===== src/rtl/tcvc_pkg.sv =====
package tcvc_pkg;
   localparam int unsigned DEF_CLASS_W = 3;
   localparam int unsigned DEF_NUM_CH  = 8;
endpackage


===== src/rtl/tcvc_map_table.sv =====
module tcvc_map_table #(
   parameter int unsigned CLASS_W = 3,
   parameter int unsigned CH_W    = 3
) (
   input  logic               clk,
   input  logic               rst_n,
   input  logic               we,
   input  logic [CLASS_W-1:0] idx,
   input  logic [CH_W-1:0]    wch,
   output logic [CH_W-1:0]    entry [1<<CLASS_W]
);
   localparam int unsigned N_CLASS = 1 << CLASS_W;

   // class 0 carries no storage: it is wired to channel 0
   for (genvar i = 0; i < N_CLASS; i++) begin : g_ent
      if (i == 0) begin : g_lock
         assign entry[i] = '0;
      end else begin : g_reg
         logic [CH_W-1:0] q;
         always_ff @(posedge clk or negedge rst_n) begin
            if (!rst_n)
               q <= '0;
            else if (we && idx == CLASS_W'(i))
               q <= wch;
         end
         assign entry[i] = q;
      end
   end
endmodule


===== src/rtl/tcvc_chan_enable.sv =====
module tcvc_chan_enable #(
   parameter int unsigned NUM_CH = 8
) (
   input  logic              clk,
   input  logic              rst_n,
   input  logic              we,
   input  logic [NUM_CH-1:0] wdata,
   output logic [NUM_CH-1:0] mask
);
   for (genvar i = 0; i < NUM_CH; i++) begin : g_bit
      logic q;
      always_ff @(posedge clk or negedge rst_n) begin
         if (!rst_n)
            q <= 1'b0;
         else if (we)
            q <= wdata[i];
      end
      if (i == 0) begin : g_pin
         assign mask[i] = q | 1'b1;
      end else begin : g_free
         assign mask[i] = q;
      end
   end
endmodule


===== src/rtl/tcvc_lookup.sv =====
module tcvc_lookup #(
   parameter int unsigned CLASS_W = 3,
   parameter int unsigned NUM_CH  = 8,
   parameter int unsigned CH_W    = 3
) (
   input  logic               clk,
   input  logic               rst_n,
   input  logic [CH_W-1:0]    entry [1<<CLASS_W],
   input  logic [NUM_CH-1:0]  mask,
   input  logic               pkt_vld,
   input  logic [CLASS_W-1:0] pkt_tc,
   output logic               out_vld,
   output logic [CH_W-1:0]    out_ch,
   output logic               out_err
);
   logic [CH_W-1:0] sel;
   logic            sel_ok;

   always_comb begin
      sel    = entry[pkt_tc];
      sel_ok = mask[sel];
   end

   always_ff @(posedge clk or negedge rst_n) begin
      if (!rst_n) begin
         out_vld <= 1'b0;
         out_ch  <= '0;
         out_err <= 1'b0;
      end else begin
         out_vld <= pkt_vld;
         out_ch  <= (pkt_vld && sel_ok) ? sel : '0;
         out_err <= pkt_vld && !sel_ok;
      end
   end
endmodule


===== src/rtl/tc_vc_steer.sv =====
module tc_vc_steer #(
   parameter int unsigned CLASS_W = tcvc_pkg::DEF_CLASS_W,
   parameter int unsigned NUM_CH  = tcvc_pkg::DEF_NUM_CH,
   localparam int unsigned CH_W   = $clog2(NUM_CH)
) (
   input  logic               clk,
   input  logic               rst_n,
   input  logic               map_we,
   input  logic [CLASS_W-1:0] map_idx,
   input  logic [CH_W-1:0]    map_ch,
   input  logic               en_we,
   input  logic [NUM_CH-1:0]  en_wdata,
   input  logic               pkt_vld,
   input  logic [CLASS_W-1:0] pkt_tc,
   output logic               out_vld,
   output logic [CH_W-1:0]    out_ch,
   output logic               out_err
);
   if (CLASS_W < 1 || CLASS_W > 4) begin : g_bad_class
      $error("tc_vc_steer: CLASS_W must be 1..4");
   end
   if (NUM_CH < 2 || (1 << CH_W) != NUM_CH) begin : g_bad_ch
      $error("tc_vc_steer: NUM_CH must be a power of two, at least 2");
   end

   logic [CH_W-1:0]   tbl [1<<CLASS_W];
   logic [NUM_CH-1:0] en_mask;

   tcvc_map_table #(.CLASS_W(CLASS_W), .CH_W(CH_W)) u_tbl (
      .clk(clk), .rst_n(rst_n), .we(map_we), .idx(map_idx), .wch(map_ch),
      .entry(tbl)
   );

   tcvc_chan_enable #(.NUM_CH(NUM_CH)) u_en (
      .clk(clk), .rst_n(rst_n), .we(en_we), .wdata(en_wdata), .mask(en_mask)
   );

   tcvc_lookup #(.CLASS_W(CLASS_W), .NUM_CH(NUM_CH), .CH_W(CH_W)) u_lk (
      .clk(clk), .rst_n(rst_n), .entry(tbl), .mask(en_mask),
      .pkt_vld(pkt_vld), .pkt_tc(pkt_tc),
      .out_vld(out_vld), .out_ch(out_ch), .out_err(out_err)
   );
endmodule


===== config.mk =====
export PLATFORM = sky130hd
export DESIGN_NAME = tc_vc_steer
export DESIGN_NICKNAME = d
export VERILOG_FILES = /design/src/rtl/tcvc_pkg.sv /design/src/rtl/tcvc_map_table.sv /design/src/rtl/tcvc_chan_enable.sv /design/src/rtl/tcvc_lookup.sv /design/src/rtl/tc_vc_steer.sv
export SDC_FILE = /design/constraint.sdc
export NUM_CORES = 1
export LEC_CHECK = 0
export BUFFER_PORTS_ARGS = -buffer_cell sky130_fd_sc_hd__buf_2
export CAP_MARGIN = 40
export CORE_MARGIN = 2
export CORE_UTILIZATION = 35
export DETAILED_ROUTE_END_ITERATION = 10
export PLACE_DENSITY = 0.62
export SKIP_CTS_REPAIR_TIMING = 1
export SYNTH_ARGS = -nofsm -noshare
export SYNTH_HDL_FRONTEND = slang
export SYNTH_HIERARCHICAL = 1
export SYNTH_SLANG_ARGS = --single-unit

===== constraint.sdc =====
create_clock -name clk -period 1.7 [get_ports clk]
set_input_delay 0.085 -clock clk [delete_from_list [all_inputs] [get_ports clk]]
set_output_delay 0.085 -clock clk [all_outputs]
set_load 0.02 [all_outputs]

# == Yosys cells after proc, flatten, opt, wreduce, memory -nomap -nowiden ==
# Index checks and enable logic that the tools add are counted.
# totals
wordCells,43
ff_bits,33
# classes
eq_ne,7
reduce_logical,10
bitwise,1
n_mux,6
magnitude_cmp,2
# op_table
cell,count
"== test 3 bit, second input constant",4
binary-select mux 3 bit (select 3 bit),1
logical AND 1 bit,9
2-to-1 mux 3 bit,3
"== test 3 x 2 -> 1 bit, second input constant",2
"greater-or-equal comparator 4 bit, second input constant",1
"less-than comparator 3 x 4 -> 1 bit, second input constant",1
NOT 3 -> 4 bit,1
binary-select mux 1 bit (select 3 bit),1
"== test 3 x 1 -> 1 bit, second input constant",1
logical NOT 1 bit,1
2-to-1 mux 1 bit,1

# == Longest topological paths before layout ==
# Gate-level depths: netlist (run 1).
# depth
ltp_word,8
ltp_mapped,6
mapped_depth_nobuf,5

# == Hierarchy ==
# Netlist (run 1), hierarchy kept.
# modules_own_cells
module,cells_per_inst,n_inst,area_per_inst_um2,seq_area_each_um2
tcvc_map_table,53,1,903.4,525.5
tcvc_lookup,36,1,473.0,125.1
tcvc_chan_enable,24,1,355.3,175.2

# == Least setup slack after synthesis (run 1) ==
# No wires, ideal clock.
# synth_path
kind,register -> register
startpoint,register u_tbl.g_ent[1].g_reg.q[2]
endpoint,register u_lk.out_err
path_stages_with_launch,6
setup_time_ns,0.119
slack_ns,0.031
t_arrival_ns,1.550
path_cell_list,dfrtp_1 > mux4_1 > mux2i_2 > nor2_1 > a22o_1 > o21a_1
# synth_between
elab_chain_len,7
# synth_rtl
item,line,rtl
start: declaration,tcvc_map_table.sv:19,logic [CH_W-1:0] q;
start signal: assignment,tcvc_map_table.sv:24,q <= wch;
binary-select mux 3 bit (select 3 bit),tcvc_lookup.sv:20,sel = entry[pkt_tc];
2-to-1 mux 3 bit (not written as such) (2 in a row),tcvc_lookup.sv:20,
binary-select mux 1 bit (select 3 bit),tcvc_lookup.sv:21,sel_ok = mask[sel];
2-to-1 mux 1 bit (not written as such),tcvc_lookup.sv:21,
logical NOT 1 bit,tcvc_lookup.sv:32,out_err <= pkt_vld && !sel_ok;
logical AND 1 bit,tcvc_lookup.sv:32,
end signal: assignment,tcvc_lookup.sv:32,
end: declaration,tcvc_lookup.sv:14,output logic out_err
# Every way passes these cells. The select of a mux whose other input is x is not followed.
# A chain may end at the register's enable or synchronous reset.

# == Worst setup path after layout (run 1) ==
# layout_path
startpoint,register u_tbl.g_ent[5].g_reg.q[0]
endpoint,register u_lk.out_err
# layout_between
elab_chain_len,7
# layout_rtl
item,line
start: declaration,tcvc_map_table.sv:19
start signal: assignment,tcvc_map_table.sv:24
binary-select mux 3 bit (select 3 bit),tcvc_lookup.sv:20
2-to-1 mux 3 bit (not written as such) (2 in a row),tcvc_lookup.sv:20
binary-select mux 1 bit (select 3 bit),tcvc_lookup.sv:21
2-to-1 mux 1 bit (not written as such),tcvc_lookup.sv:21
logical NOT 1 bit,tcvc_lookup.sv:32
logical AND 1 bit,tcvc_lookup.sv:32
# Every way passes these cells. The select of a mux whose other input is x is not followed.

==> metrics.yaml, run 1 <==
outcome:
  outcome: "finished with violations"
  violations: "negative setup slack"
sta:
  relSlewSlack: 0.511
  holdWs_ns: 0.0216
  tns_ns: -0.608
  layout_min_cycle_time_ns: 1.89
  setup_viol: 4
  worstMarginPinSlew_ns: 0.734
  fmax_mhz: 530
  hold_viol_final: 0
  grt_setup_unrepaired: "true"
  finalMaxSlewViolations: 0
  skew_ns: 0.00988
  finalCritPeriodShare: 1.11
  timing.final.ws_setup_ns: -0.188
power:
  ir_drop_mv: 0.467
  powerDensity_mw_per_mm2: 1160
  leakage_nw: 0.982
  finalPower_mw: 2.46
cts:
  clk_path_buf_depth: 2
  clk_pin_slew_ns: 0.07
  clock-root-buffer: "clkbuf_8"
  clk_latency_ns: 0.29
  cts_buffers: 5
  cts_tree: "done"
  cts-htree-levels: 2
  cts_num_sinks: 33
finish:
  num-fill-cells: 447
  nets: 172
  stdcell_area_sq_mm: 0.00212
  multi_input_area_sq_um: 832
  diodes: 0
  drive_above_1_share: 0.589
  seq_area_sq_um: 826
  syn_to_final_growth_pct: 22.4
global_routing:
  antenna_found_initial: 0
  first_global_vias: 1081
  grt_overflow_total: 0
  grt_first_pass_wirelength_um: 5470
  grt_use_total: 0.139
  grt_max_degree: 34
floorplan:
  core_sq_mm: 0.00475
  die_x_um: 74.3
  num_rows: 25
  io_pins: 27
  dieArea_sq_mm: 0.00553
  fp.dieH_um: 74.3
  initial_core_util: 0.364
yosys:
  synth_top_family_by_area: "multiplexers"
  synth_edf_count: 0
  avgSynthCellArea_sq_um: 15.3
  yosysWarnings: 6
  synth_compound_area_frac: 0.0303
  ys_top_cells_by_count: "dfrtp_1 (33), mux2_4 (17), mux2_2 (13)"
  ys_types: 23
  synthSimpleGateAreaFrac: 0.0737
  yosys.area_share.adder: 0
  yosysTopAreaCell: "dfrtp_1"
  dominantRegCellSynth: "dfrtp_1"
  synth_mux_area_frac: 0.350
  synth_async_sr_flop_share: 1.00
  yosysMostFrequentCell: "dfrtp_1"
  syn_inst: 113
  synth_top_area_share: 0.477
  seq_area_frac_synth: 0.477
  synth_seq_cells: 33
  synth_area_leaders: "dfrtp_1 (48%), mux2_4 (15%), mux2_2 (8.5%)"
  synth_area_sq_mm: 0.00173
  synth_xor_area_frac: 0
flow_run:
  drv_cap: 0
critical_path:
  end_kind: "register"
  arrival_ns: 2.07
  r2r_cells: 6
  crit_type: "reg2reg"
  crit_path_max_fanout: 5
  start_kind: "register"
  critPathRequiredTime_ns: 1.88
drt:
  wirelength_um: 3470
  num_vias: 1030
  drc: 0
  ant_nets: 0
  wl_per_cell_um: 15.9
  dr.pass1.iters: 4
  via_per_inst: 4.72
  drt_iter0_markers: 24
place:
  dpl.hpwl_um: 2450
  dpl_cell_area_sq_mm: 0.00192
  port_buffers: 25
  gp_congestion: 0.762
hold_path:
  min_path_type: "in2reg"
  whs_path_depth: 2
layout make-up:
cell class	instances	share of cell area
Multi-Input combinational cell	67	0.393
Sequential cell	33	0.390
Timing Repair Buffer	41	0.120
Clock buffer	7	0.0407
Tap cell	67	0.0396
Clock inverter	1	0.0142
Inverter	2	0.00354
placed cells by master (no fill, tap or decap), types with 2 or more instances in the layout:
cell            n
and4bb_4        3
buf_2          25
buf_4          13
clkbuf_8        6
conb_1          4
dfrtp_1        33
dlygate4sd3_1   2
inv_1           2
mux2_2         13
mux2_4         17
mux2i_1         6
mux4_1          2
mux4_2          3
nand2_1         2
nand4b_1        3
nor2_1          3
nor4_2          2
per-stage QoR:
stage	utilization	std cells	worst slack, ns
global route	0.446	218	-0.261
detailed placement	0.403	204	-0.211
global placement	0.403	204	-0.238
floorplan	-	115	0.0314
CTS	0.428	212	-0.230
finish	0.446	218	-0.188
worst max-delay path, cell delays in order, from the launching register on:
cell and delay (ns):
dfrtp_1 0.37, mux2i_1 0.08, mux4_2 0.56, buf_6 0.16
mux2i_2 0.16, a22o_1 0.26, o21a_1 0.19
worst paths after layout:
| check | startpoint | endpoint | slack, ns |
|---|---|---|---|
| worst max-delay path | u_tbl/g_ent[5].g_reg.q[0] | u_lk/out_err | -0.19 |
| worst min-delay path | en_wdata[4] | u_en/g_bit[4].q | 0.02 |
| worst max register to register | u_tbl/g_ent[5].g_reg.q[0] | u_lk/out_err | -0.19 |
| worst min register to register | u_en/g_bit[3].q | u_en/g_bit[3].q | 0.52 |
| max in group asynchronous | rst_n | u_lk/out_ch[1] | 0.84 |
| min in group asynchronous | rst_n | u_en/g_bit[1].q | 0.39 |
cell families (layout without fill, tap and decap cells):
logic type             count (synthesis)  after routing
and+or+nand+nor                       16             16
DFF                                   33             33
other                                  2              4
AOI/OAI and AO/OA                      4              4
buffers and inverters                 15             51
muxes                                 43             43
report_power, final:
part | switching (mW) | total (mW) | internal [mW] | leakage [nW]
sequential | 0.0806 | 1.01 | 0.933 | 0.399
clock | 0.288 | 0.766 | 0.478 | 0.0585
combinational | 0.277 | 0.686 | 0.409 | 0.525
registers in the layout, indices dropped and copies added (netlist names):
| signal | flops |
|---|---|
| u_tbl/g_ent.g_reg.q | 21 |
| u_en/g_bit.q | 7 |
| u_lk/out_ch | 3 |
| u_lk/out_err | 1 |
| u_lk/out_vld | 1 |
layer usage:
layer,track usage,routed length [um],vias to the layer above,part of all wire
met2,0.210,1630,29,0.47
met5,0,0,-,0
met1,0.175,1590,518,0.46
met4,0.0417,34,0,0.0098
met3,0.0718,208,3,0.060
li1,-,-,480,-
Note: power is estimated with default switching activity, not from simulation.
==> inputs of run 2 (changes only) <==
--- a/config.mk
+++ b/config.mk
@@ -10,7 +10,7 @@
 export CORE_MARGIN = 2
 export CORE_UTILIZATION = 35
 export DETAILED_ROUTE_END_ITERATION = 10
-export PLACE_DENSITY = 0.62
+export PLACE_DENSITY = 0.6
 export SKIP_CTS_REPAIR_TIMING = 1
 export SYNTH_ARGS = -nofsm -noshare
 export SYNTH_HDL_FRONTEND = slang
==> constraint.sdc (replaced) <==
create_clock -name clk -period 2.3 [get_ports clk]
set_input_delay 0.115 -clock clk [delete_from_list [all_inputs] [get_ports clk]]
set_output_delay 0.115 -clock clk [all_outputs]
set_load 0.02 [all_outputs]
==> run 2 against run 1 <==
The run now ends clean. Combinational power down 43%. Total power down 28%. Core utilization down 2.6 points. Critical path depth down 1. Setup slack better by 0.62 ns. Clock power down 16%. Largest power group unchanged.
==> metrics.yaml, run 2 (synthesis gave the netlist of run 1 again) <==
outcome:
  outcome: "finished clean"
place:
  gp_congestion: 0.739  # -3.0%
  dpl.hpwl_um: 2260  # -8.0%
  port_buffers: 25  # unchanged
  post-place-ws_ns: 0.324  # +0.535 ns
  dpl_cell_area_sq_mm: 0.00184  # -3.9%
drt:
  dr.pass1.iters: 4  # unchanged
  ant_nets: 0  # unchanged
  drc: 0  # unchanged
  drt_iter0_markers: 15  # -38%
  wl_per_cell_um: 15.1  # -4.8%
  via_per_inst: 4.74  # +0.33%
  num_vias: 967  # -6.1%
  wirelength_um: 3090  # -11%
global_routing:
  gr-usage-met1: 0.150  # -0.0258
  grt_first_pass_wirelength_um: 4940  # -9.7%
  top_usage_layer: "met2"
  use_met3: 0.0366  # -0.0352
  grt_use_total: 0.123  # -0.0160
  antenna_found_initial: 0  # unchanged
  met2_usage: 0.204  # -0.00595
  grt_max_degree: 34  # unchanged
  grt_overflow_total: 0  # unchanged
  first_global_vias: 1035  # -4.3%
sta:
  relSlewSlack: 0.504  # -0.00651
  setup_viol: 0  # -4
  finalMaxSlewViolations: 0  # unchanged
  worstMarginPinSlew_ns: 0.744  # +0.00976 ns
  layout_min_cycle_time_ns: 1.87  # -0.0195 ns
  skew_ns: 0.00420  # -0.00568 ns
  hold_viol_final: 0  # unchanged
  fmax_mhz: 535  # +1.0%
  grt_setup_unrepaired: "false"
  finalCritPeriodShare: 0.812  # -0.298
  tns_ns: 0  # +0.608 ns
  timing.final.ws_setup_ns: 0.431  # +0.619 ns
critical_path:
  crit_path_max_fanout: 5  # unchanged
  end_kind: "register"
  start_kind: "register"
  crit_type: "reg2reg"
  critPathRequiredTime_ns: 2.47  # +0.59 ns
  arrival_ns: 2.04  # -0.03 ns
cts:
  cts-htree-levels: 2  # unchanged
  cts_tree: "done"
  cts_buffers: 5  # unchanged
  clk_latency_ns: 0.29  # about the same
  clock-root-buffer: "clkbuf_8"
  cts_num_sinks: 33  # unchanged
  clk_pin_slew_ns: 0.07  # about the same
  clk_path_buf_depth: 2  # unchanged
floorplan:
  io_pins: 27  # unchanged
  dieArea_sq_mm: 0.00553  # unchanged
  num_rows: 25  # unchanged
  core_sq_mm: 0.00475  # unchanged
  fp.dieH_um: 74.3  # unchanged
  initial_core_util: 0.364  # unchanged
  die_x_um: 74.3  # unchanged
power:
  finalPower_mw: 1.78  # -28%
  leakage_nw: 0.923  # -6.1%
  ir_drop_mv: 0.339  # -27%
  powerDensity_mw_per_mm2: 890  # -23%
finish:
  diodes: 0  # unchanged
  largest_register_ffs: 21  # unchanged
  stdcell_area_sq_mm: 0.00200  # -5.8%
  num-fill-cells: 478  # +6.9%
  drive_above_1_share: 0.526  # -0.0639
  syn_to_final_growth_pct: 15.3
  final_common_cell: "dfrtp_1"
  layout_common_cells: "dfrtp_1 (33), buf_2 (25), mux2_4 (17)"
  nets: 158  # -8.1%
  top_regs: "u_tbl/g_ent.g_reg.q: 21 flops, u_en/g_bit.q: 7 flops, u_lk/out_ch: 3 flops"
  regMostFlops: "u_tbl/g_ent.g_reg.q"
hold_path:
  min_path_type: "in2reg"
flow_run:
  drv_cap: 0  # unchanged
==> run 2: report_power, final <==
part | leakage (nW) | internal (mW) | switching [mW]
Combinational | 0.456 | 0.224 | 0.168
Clock | 0.0681 | 0.430 | 0.215
Sequential | 0.399 | 0.689 | 0.0510
Total | 0.923 | 1.34 | 0.434
==> run 2: final timing paths <==
check / from / endpoint / slack, ns / depth (start not counted)
max: u_tbl/g_ent[5].g_reg.q[2] / u_lk/out_ch[1] / 0.43 / 5
min: en_wdata[6] / u_en/g_bit[6].q / 0.06 / 2
max reg2reg: u_tbl/g_ent[5].g_reg.q[2] / u_lk/out_ch[1] / 0.43 / 5
min reg2reg: u_tbl/g_ent[3].g_reg.q[2] / u_tbl/g_ent[3].g_reg.q[2] / 0.51 / 1
max in group asynchronous: rst_n / u_en/g_bit[1].q / 1.39 / 2
min in group asynchronous: rst_n / u_lk/out_err / 0.43 / 2
==> run 2: metal layers <==
layer | vias up | wire length (um)
li1 | 450 | -
met3 | 8 | 131
met2 | 28 | 1480
met5 | - | 0
met1 | 481 | 1410
met4 | 0 | 61
==> run 2: area by class of cell <==
class | count | area (sq um) | area share
clock buffer | 5 | 68.8 | 0.0345
clock inverter | 3 | 65.1 | 0.0326
inverter | 2 | 7.51 | 0.00376
multi-input combinational | 67 | 801 | 0.401
sequential | 33 | 826 | 0.414
tap | 67 | 83.8 | 0.0420
timing repair buffer | 27 | 145 | 0.0727
==> run 2: through the flow <==
step,utilization,hold WS [ns],std cells
final,0.420,0.0588,204
after global routing,0.420,0.0593,204
after CTS,0.416,-0.0898,202
after detailed placement,0.388,0.215,194
after global placement,0.388,0.201,194
after floorplan,-,-0.181,115
==> run 2: worst max-delay path, stage by stage (launching register included) <==
cell	delay, ns
dfrtp_1	0.37
mux4_1	0.53
mux2i_2	0.27
nor2_1	0.07
a22o_1	0.27
nor4_1	0.24
==> inputs of run 3 (changes only) <==
--- a/config.mk
+++ b/config.mk
@@ -10,7 +10,7 @@
 export CORE_MARGIN = 2
 export CORE_UTILIZATION = 35
 export DETAILED_ROUTE_END_ITERATION = 10
-export PLACE_DENSITY = 0.6
+export PLACE_DENSITY = 0.62
 export SKIP_CTS_REPAIR_TIMING = 1
 export SYNTH_ARGS = -nofsm -noshare
 export SYNTH_HDL_FRONTEND = slang
==> constraint.sdc (replaced) <==
create_clock -name clk -period 1.52 [get_ports clk]
set_input_delay 0.076 -clock clk [delete_from_list [all_inputs] [get_ports clk]]
set_output_delay 0.076 -clock clk [all_outputs]
set_load 0.02 [all_outputs]
==> run 3 against run 2 <==
The run now ends with negative setup slack left. Clock power down 0.6%. Maximum frequency up 4.4%. Cell count up 3.4%. Wire length up 0.97%. Design area up 2.7%. Largest power group unchanged. Highest routed layer unchanged.
==> metrics.yaml, run 3 (synthesis gave the netlist of run 1 again) <==
outcome:
  outcome: "finished with violations"
  violations: "negative setup slack"
sta:
  relSlewSlack: 0.510  # +0.00555
  finalCritPeriodShare: 1.18  # +0.365
  finalMaxSlewViolations: 0  # unchanged
  fmax_mhz: 559  # +4.4%
  hold_viol_final: 0  # unchanged
  tns_ns: -0.915  # -0.915 ns
  skew_ns: 0.00202  # -0.00218 ns
  worstMarginPinSlew_ns: 0.736  # -0.00832 ns
  timing.final.ws_setup_ns: -0.269  # -0.701 ns
  layout_min_cycle_time_ns: 1.79  # -0.0793 ns
  setup_viol: 4  # +4
  holdWs_ns: 0.0277  # -0.0311 ns
  grt_setup_unrepaired: "true"
finish:
  nets: 166  # +5.1%
  stdcell_area_sq_mm: 0.00205  # +2.7%
  largest_register_ffs: 21  # unchanged
  diodes: 0  # unchanged
  layout_common_cells: "dfrtp_1 (33), buf_2 (25), mux2_4 (18)"
  syn_to_final_growth_pct: 18.4
  fin_util: 0.431  # +0.0113
  num-fill-cells: 443  # -7.3%
  regMostFlops: "u_tbl/g_ent.g_reg.q"
  final_common_cell: "dfrtp_1"
  layout.cells.non_filler: 211  # +3.4%
  top_regs: "u_tbl/g_ent.g_reg.q: 21 flops, u_en/g_bit.q: 7 flops, u_lk/out_ch: 3 flops"
  drive_above_1_share: 0.597  # +0.0717
drt:
  drt_iter0_markers: 54  # +39
  ant_nets: 0  # unchanged
  dr.pass1.iters: 2  # -2
  via_per_inst: 4.64  # -2.1%
  drc: 0  # unchanged
  num_vias: 979  # +1.2%
  wirelength_um: 3120  # +0.97%
  wl_per_cell_um: 14.8  # -2.4%
cts:
  clk_pin_slew_ns: 0.06  # about the same
  cts-htree-levels: 2  # unchanged
  cts_tree: "done"
  cts_buffers: 5  # unchanged
  cts_num_sinks: 33  # unchanged
  clock-root-buffer: "clkbuf_8"
  clk_latency_ns: 0.28  # about the same
  clk_path_buf_depth: 2  # unchanged
power:
  netSwitchingPower_mw: 0.673  # +55%
  powerDensity_mw_per_mm2: 1220  # +37%
  pwr-share-comb: 0.289  # +0.068
  power_frac_clock: 0.258  # -0.105
  power_frac_seq: 0.453  # +0.037
  finalPower_mw: 2.49  # +40%
  leakage_nw: 0.935  # +1.3%
  switching_share: 0.270  # +0.0255
  intPower_mw: 1.82  # +36%
  ir_drop_mv: 0.362  # +6.8%
critical_path:
  reg2reg_from: "u_tbl/g_ent[7].g_reg.q[0]"
  slowest_stage: "mux4_2"
  crit_type: "reg2reg"
  arrival_ns: 1.96  # -0.08 ns
  slowest_delay_ns: 0.59  # +0.06 ns
  crit_path_max_fanout: 6  # +1
  start_kind: "register"
  end_kind: "register"
  crit_top_cell: "mux2i_1"
  critPathRequiredTime_ns: 1.69  # -0.78 ns
  cp-startpoint: "u_tbl/g_ent[7].g_reg.q[0]"
  crit_chain: "mux2i_1, mux4_2, mux2i_1, a22o_1, o21a_1"
global_routing:
  grt_first_pass_wirelength_um: 5410  # +9.5%
  grt_overflow_total: 0  # unchanged
  grt_max_degree: 34  # unchanged
  grt_use_total: 0.135  # +0.0118
  antenna_found_initial: 0  # unchanged
  first_global_vias: 1094  # +5.7%
hold_path:
  min_path_type: "in2reg"
  hp-start: "en_wdata[1]"
floorplan:
  io_pins: 27  # unchanged
  core_sq_mm: 0.00475  # unchanged
  fp.dieH_um: 74.3  # unchanged
  die_x_um: 74.3  # unchanged
  dieArea_sq_mm: 0.00553  # unchanged
  initial_core_util: 0.364  # unchanged
  num_rows: 25  # unchanged
place:
  dpl.hpwl_um: 2350  # +4.1%
  post-place-ws_ns: -0.361  # -0.685 ns
  dp_cells: 201  # +3.6%
  port_buffers: 25  # unchanged
  gp_congestion: 0.751  # +1.6%
  dpl_cell_area_sq_mm: 0.00191  # +3.5%
flow_run:
  drv_cap: 0  # unchanged
==> run 3: cell count changes in the layout (fill, tap and decap cells not counted), moves of 2 or more <==
cell,change
buf_4,+8
bufinv_16,-2
mux2i_4,+2
mux4_1,-2
mux4_2,+2
nand2_1,-2
nand2_2,+2
nor4_1,-2
nor4_2,+2
==> run 3: power groups by stage <==
stage / combinational [mW] / sequential, mW / clock (mW)
global placement: 0.648 / 1.14 / 0
floorplan: 0.486 / 1.14 / 0
global route: 0.786 / 1.15 / 0.719
CTS: 0.676 / 1.13 / 0.675
detailed placement: 0.674 / 1.15 / 0
finish: 0.722 / 1.13 / 0.642
==> run 3: area by class of cell <==
type                       instances  area, sq um  area share
clock buffer                       7         86.3      0.0421
inverter                           2         7.51     0.00366
multi-input combinational         67          842       0.411
sequential                        33          826       0.403
tap                               67         83.8      0.0409
timing repair buffer              35          205       0.100
==> run 3: path summary, 6_finish.rpt <==
path / end / slack, ns / depth (start not counted)
setup / recovery: u_lk/out_err / -0.27 / 5
hold / removal: u_en/g_bit[1].q / 0.03 / 2
setup reg to reg: u_lk/out_err / -0.27 / 5
hold reg to reg: u_tbl/g_ent[3].g_reg.q[2] / 0.51 / 1
max in group asynchronous: u_en/g_bit[4].q / 0.65 / 2
min in group asynchronous: u_tbl/g_ent[6].g_reg.q[2] / 0.40 / 2
==> run 3: routing by layer <==
metal | vias to the layer above | wire length, um | track usage
met5 | - | 0 | 0
met4 | 0 | 17 | 0.0476
met3 | 2 | 117 | 0.0542
met2 | 15 | 1610 | 0.215
met1 | 501 | 1370 | 0.167
li1 | 461 | - | -
==> run 3: worst max-delay path: cells and delay by family, from the launching register on <==
kind | cells | cell delay [ns]
multiplexers | 3 | 0.84
AO/OA/AOI/OAI | 2 | 0.49
flip-flops | 1 | 0.35
